$ cat src/rtl/rxq_pkg.sv
package rxq_pkg;

  function automatic int unsigned cnt_width(input int unsigned depth);
    return $clog2(depth + 1);
  endfunction

  // Advance a pointer with wrap at depth (works for non-power-of-two depths)
  function automatic logic [15:0] ptr_step(input logic [15:0] ptr, input int unsigned depth);
    if (ptr == 16'(depth - 1)) return 16'd0;
    return ptr + 16'd1;
  endfunction

  // Assemble the status byte from its fields
  function automatic logic [7:0] pack_status(input logic sync_i, input logic [1:0] code,
                                             input logic full, input logic half,
                                             input logic empty, input logic ovf);
    return {sync_i, code, full, half, empty, ovf, 1'b0};
  endfunction

endpackage

$ cat src/rtl/rxq_ctrl.sv
module rxq_ctrl #(
  parameter int unsigned DEPTH = 32,
  localparam int unsigned PTR_W = (DEPTH > 1) ? $clog2(DEPTH) : 1,
  localparam int unsigned CNT_W = $clog2(DEPTH + 1)
) (
  input  logic             clk,
  input  logic             rst_n,
  input  logic             soft_rst,
  input  logic             wr_req,
  input  logic             rd_en,
  input  logic             ovf_clr,
  output logic [PTR_W-1:0] wr_ptr,
  output logic [PTR_W-1:0] rd_ptr,
  output logic [CNT_W-1:0] count,
  output logic             push,
  output logic             pop,
  output logic             drop,
  output logic             ovf
);
  import rxq_pkg::*;

  logic is_full;
  logic is_empty;

  assign is_full  = (count == CNT_W'(DEPTH));
  assign is_empty = (count == '0);

  // A pop frees a slot in the same cycle, so a full queue may still take a word
  assign pop  = rd_en & ~is_empty & ~soft_rst;
  assign push = wr_req & (~is_full | pop) & ~soft_rst;
  assign drop = wr_req & is_full & ~pop & ~soft_rst;

  always_ff @(posedge clk or negedge rst_n) begin
    if (!rst_n) begin
      wr_ptr <= '0;
      rd_ptr <= '0;
      count  <= '0;
    end else if (soft_rst) begin
      wr_ptr <= '0;
      rd_ptr <= '0;
      count  <= '0;
    end else begin
      if (push) wr_ptr <= PTR_W'(ptr_step(16'(wr_ptr), DEPTH));
      if (pop)  rd_ptr <= PTR_W'(ptr_step(16'(rd_ptr), DEPTH));
      case ({push, pop})
        2'b10:   count <= count + 1'b1;
        2'b01:   count <= count - 1'b1;
        default: count <= count;
      endcase
    end
  end

  always_ff @(posedge clk or negedge rst_n) begin
    if (!rst_n)        ovf <= 1'b0;
    else if (soft_rst) ovf <= 1'b0;
    else if (drop)     ovf <= 1'b1;
    else if (ovf_clr)  ovf <= 1'b0;
  end

endmodule

$ cat src/rtl/rxq_store.sv
module rxq_store #(
  parameter int unsigned DATA_W = 12,
  parameter int unsigned DEPTH  = 32,
  localparam int unsigned PTR_W = (DEPTH > 1) ? $clog2(DEPTH) : 1
) (
  input  logic              clk,
  input  logic              rst_n,
  input  logic              push,
  input  logic              pop,
  input  logic [PTR_W-1:0]  wr_ptr,
  input  logic [PTR_W-1:0]  rd_ptr,
  input  logic [DATA_W-1:0] wr_data,
  output logic [DATA_W-1:0] rd_data
);
  logic [DATA_W-1:0] mem [DEPTH];

  always_ff @(posedge clk) begin
    if (push) mem[wr_ptr] <= wr_data;
  end

  always_ff @(posedge clk or negedge rst_n) begin
    if (!rst_n)   rd_data <= '0;
    else if (pop) rd_data <= mem[rd_ptr];
  end

endmodule

$ cat src/rtl/rxq_status.sv
module rxq_status #(
  parameter int unsigned DEPTH = 32,
  localparam int unsigned CNT_W = $clog2(DEPTH + 1)
) (
  input  logic             clk,
  input  logic             rst_n,
  input  logic             in_sync,
  input  logic             mark_strobe,
  input  logic [1:0]       mark_code,
  input  logic [CNT_W-1:0] count,
  input  logic             ovf,
  output logic [7:0]       status
);
  import rxq_pkg::*;

  logic [1:0] code_q;

  always_ff @(posedge clk or negedge rst_n) begin
    if (!rst_n)           code_q <= 2'b00;
    else if (mark_strobe) code_q <= mark_code;
  end

  assign status = pack_status(in_sync, code_q,
                              count == CNT_W'(DEPTH),
                              count == CNT_W'(DEPTH / 2),
                              count == '0,
                              ovf);

endmodule

$ cat src/rtl/rxq_sync_buffer.sv
module rxq_sync_buffer #(
  parameter int unsigned DATA_W = 12,
  parameter int unsigned DEPTH  = 32
) (
  input  logic              clk,
  input  logic              rst_n,
  input  logic              soft_rst,
  input  logic              in_sync,
  input  logic              bypass,
  input  logic              mark_strobe,
  input  logic [1:0]        mark_code,
  input  logic              wr_valid,
  input  logic [DATA_W-1:0] wr_data,
  input  logic              rd_en,
  output logic [DATA_W-1:0] rd_data,
  input  logic              ovf_clr,
  output logic [7:0]        status,
  output logic              ovf_out
);
  localparam int unsigned PTR_W = (DEPTH > 1) ? $clog2(DEPTH) : 1;
  localparam int unsigned CNT_W = $clog2(DEPTH + 1);

  logic             wr_req;
  logic [PTR_W-1:0] wr_ptr;
  logic [PTR_W-1:0] rd_ptr;
  logic [CNT_W-1:0] count;
  logic             push;
  logic             pop;
  logic             drop;
  logic             ovf;

  // Qualified write request: lock or bypass must be present
  assign wr_req = wr_valid & (in_sync | bypass);

  rxq_ctrl #(.DEPTH(DEPTH)) u_ctrl (
    .clk(clk), .rst_n(rst_n), .soft_rst(soft_rst), .wr_req(wr_req),
    .rd_en(rd_en), .ovf_clr(ovf_clr), .wr_ptr(wr_ptr), .rd_ptr(rd_ptr),
    .count(count), .push(push), .pop(pop), .drop(drop), .ovf(ovf)
  );

  rxq_store #(.DATA_W(DATA_W), .DEPTH(DEPTH)) u_store (
    .clk(clk), .rst_n(rst_n), .push(push), .pop(pop), .wr_ptr(wr_ptr),
    .rd_ptr(rd_ptr), .wr_data(wr_data), .rd_data(rd_data)
  );

  rxq_status #(.DEPTH(DEPTH)) u_status (
    .clk(clk), .rst_n(rst_n), .in_sync(in_sync), .mark_strobe(mark_strobe),
    .mark_code(mark_code), .count(count), .ovf(ovf), .status(status)
  );

  assign ovf_out = ovf;

endmodule

$ cat config.mk
export PLATFORM = sky130hd
export DESIGN_NAME = rxq_sync_buffer
export DESIGN_NICKNAME = d
export VERILOG_FILES = /design/src/rtl/rxq_pkg.sv /design/src/rtl/rxq_ctrl.sv /design/src/rtl/rxq_store.sv /design/src/rtl/rxq_status.sv /design/src/rtl/rxq_sync_buffer.sv
export SDC_FILE = /design/constraint.sdc
export NUM_CORES = 1
export LEC_CHECK = 0
export ABC_AREA = 0
export ABC_CLOCK_PERIOD_IN_PS = 3900
export CORE_MARGIN = 8
export CORE_UTILIZATION = 61
export DETAILED_ROUTE_END_ITERATION = 10
export GPL_ROUTABILITY_DRIVEN = 1
export PLACE_DENSITY = 0.79
export SYNTH_ARGS = -nofsm -noshare
export SYNTH_HDL_FRONTEND = slang
export SYNTH_SLANG_ARGS = --single-unit
$ cat constraint.sdc
create_clock -name clk -period 3.9 [get_ports clk]
set_input_delay 0.585 -clock clk [delete_from_list [all_inputs] [get_ports clk]]
set_output_delay 0.585 -clock clk [all_outputs]
set_load 0.02 [all_outputs]
==> flow_summary.json <==
{
  "ys_ff_latch": 415,
  "p_sw_mw": 2.83,
  "ir_drop_mv": 0.347,
  "clk_pin_slew_ns": 0.06,
  "cp_max_fo": 11,
  "sequentialPowerShare": 0.476,
  "drv_slew": 0,
  "cap_violations": 0,
  "htree_levels": 2,
  "drive_gt1_frac": 0.225,
  "start_util": 0.617,
  "grt_max_degree": 67,
  "cts_tree": "done",
  "ys.flop_type": "edfxtp_1",
  "cellInternalPower_mw": 8.20,
  "combPwrFrac": 0.185,
  "synth_xor_area_frac": 0.00106,
  "synthMuxAreaShare": 0.153,
  "grt_antenna_before_repair": 0,
  "setup_viol": 0,
  "synth_compound_area_frac": 0.0393,
  "cts_hold_buf": 0,
  "cts_buffers": 40,
  "yosys-top-cells-area": "edfxtp_1, mux4_2, dfrtp_1",
  "gp_congestion": 0.973,
  "clock_skew_ns": 0.0168,
  "chipWidth_um": 180,
  "grt_usage": 0.218,
  "post_drt_via_cell_ratio": 6.79,
  "clk_latency_ns": 0.52,
  "preCtsSetupSlack_ns": 0.255,
  "clk_path_buf_depth": 3,
  "cts_setup_buffers": 0,
  "drt-pass1-iter-count": 5,
  "io_pins": 44,
  "clock_sinks": 415,
  "final_cell_mix": "edfxtp_1, mux4_2, nor2_1, clkbuf_16, clkdlybuf4s50_1",
  "nets": 921,
  "synthAdderAreaFrac": 0.00956,
  "ys_async_sr_fraction": 0.0747,
  "synth_edf_count": 384,
  "ant_nets": 0,
  "yosysSeqAreaShare": 0.746,
  "finalHoldViolations": 0,
  "final_common_cell": "edfxtp_1",
  "fillers": 1537,
  "powerDensity_nw_per_um2": 592,
  "synth_area_um2": 16500,
  "worstSetupStartpointType": "flip-flop",
  "post-route-drc-count": 0,
  "grt_pass1_wl_um": 53900,
  "drt-total-wl_um": 35500,
  "finalCriticalPeriod_ns": 3.53,
  "die_h_um": 180,
  "rsz0062_at_grt": "no",
  "fin_crit_sh": 0.905,
  "status": "finished clean",
  "drtIter0Drc": 1041,
  "relSlewSlack": 0.0576,
  "synth-simple-area-share": 0.0348,
  "syn_to_final_growth_pct": 13.0,
  "p_sw_frac": 0.257,
  "postSynthAreaPerCell_um2": 19.9,
  "clock_power_share": 0.340,
  "ys_types": 51,
  "synth_top_family_by_area": "multiplexers",
  "worst_slew_pin_slew_ns": 1.41,
  "wire_per_inst_um": 28.2,
  "hold_class": "reg -> reg",
  "cts_resized": 0,
  "cp_data_arrival_time_ns": 3.93,
  "grt_overflow": 0,
  "vias": 8533,
  "diodes": 0,
  "rows": 60,
  "ys_warn_count": 0,
  "die-area_um2": 32500,
  "synth_top_cell_by_area": "edfxtp_1",
  "design.core.area_um2": 26700,
  "setup_slack_ns": 0.371,
  "max_clock_freq_mhz": 283,
  "root_buffer": "clkbuf_16",
  "place_hpwl_um": 21500,
  "finalSetupTns_ns": 0,
  "p_leak_nw": 5.98,
  "synth_top_area_share": 0.699,
  "synth.net_count": 865,
  "crit_type": "reg -> reg",
  "cp-end-kind": "flip-flop",
  "synth_cells": 830,
  "grt_pass1_vias": 8392,
  "worst_ep_required_time_ns": 4.30,
  "io_buffers": 42
}
-- cells in the mapped netlist (all sizes together), types with 6 or more instances --
| master | count |
|---|---|
| edfxtp | 384 |
| a21oi | 22 |
| o21ai | 6 |
| nor2 | 72 |
| dfrtp | 31 |
| a22oi | 7 |
| mux2 | 19 |
| ha | 11 |
| o221ai | 8 |
| clkbuf | 19 |
| nand2 | 14 |
| a221oi | 8 |
| mux2i | 24 |
| mux4 | 92 |
| buf | 32 |
| a22o | 10 |
-- registers in the layout, indices dropped and copies added, names as in the netlist --
name	count
u_status.code_q	2
u_store.rd_data	12
u_store.mem	384
u_ctrl.ovf	1
u_ctrl.rd_ptr	5
u_ctrl.wr_ptr	5
u_ctrl.count	6
-- kinds of logic after synthesis --
logic type,after synthesis
AO/OA/AOI/OAI,86
XOR/XNOR,2
adder cells (fa/ha/maj),12
buffers and inverters,56
flip-flops,415
multiplexers,135
other,1
AND/OR/NAND/NOR,123
-- worst max-delay path: stages (launching register included) --
cell,delay (ns)
dfrtp_1,0.45
or4_1,0.72
o31ai_2,0.27
nand2b_1,0.39
nor2_1,0.22
ha_1,0.38
o21ai_0,0.33
o21bai_1,0.10
a211oi_1,0.29
nand3b_1,0.15
a31oi_1,0.09
-- final cells by class --
type	instances	area [µm²]	share of cell area
Tap cell	341	427	0.0229
Clock buffer	56	1180	0.0635
Inverter	5	18.8	0.00101
Sequential cell	415	12300	0.661
Multi-Input combinational cell	359	3930	0.211
Clock inverter	16	116	0.00624
Timing Repair Buffer	65	648	0.0348
-- worst paths after layout --
kind	startpoint	endpoint	slack (ns)	depth (start not counted)
min in group asynchronous	rst_n	u_ctrl.count[0]$_DFFE_PN0P_	0.62	1
hold reg to reg	u_status.code_q[0]$_DFFE_PN0P_	u_status.code_q[0]$_DFFE_PN0P_	0.52	1
setup / recovery	u_ctrl.count[0]$_DFFE_PN0P_	u_ctrl.count[5]$_DFFE_PN0P_	0.37	10
hold / removal	u_status.code_q[0]$_DFFE_PN0P_	u_status.code_q[0]$_DFFE_PN0P_	0.52	1
max in group asynchronous	rst_n	u_ctrl.rd_ptr[2]$_DFFE_PN0P_	2.51	2
setup reg to reg	u_ctrl.count[0]$_DFFE_PN0P_	u_ctrl.count[5]$_DFFE_PN0P_	0.37	10
-- power groups by stage --
| stage | sequential (mW) | clock (mW) | combinational [mW] |
|---|---|---|---|
| finish | 5.24 | 3.75 | 2.04 |
| global route | 5.27 | 3.95 | 2.17 |
| CTS | 5.25 | 3.80 | 2.03 |
| detailed placement | 5.34 | 0 | 2.01 |
| global placement | 5.32 | 0 | 1.95 |
| floorplan | 5.20 | 0 | 1.46 |
-- metrics by stage --
stage                util  instances  area [µm²]  hold slack (ns)  power (mW)
floorplan               -        830       16500            0.289        6.66
global placement    0.648       1184       17300            0.493        7.27
detailed placement  0.648       1184       17300            0.501        7.35
CTS                 0.696       1256       18600            0.520        11.1
global route        0.697       1257       18600            0.537        11.4
finish              0.697       1257       18600            0.521        11.0
-- layer usage --
metal	vias to the layer above	GRT usage	wire [µm]
met4	0	0.0658	870
li1	3509	-	-
met2	532	0.339	17100
met5	-	0	0
met1	4424	0.318	14300
met3	68	0.0363	3170
Note: power is estimated with default switching activity, not from simulation.
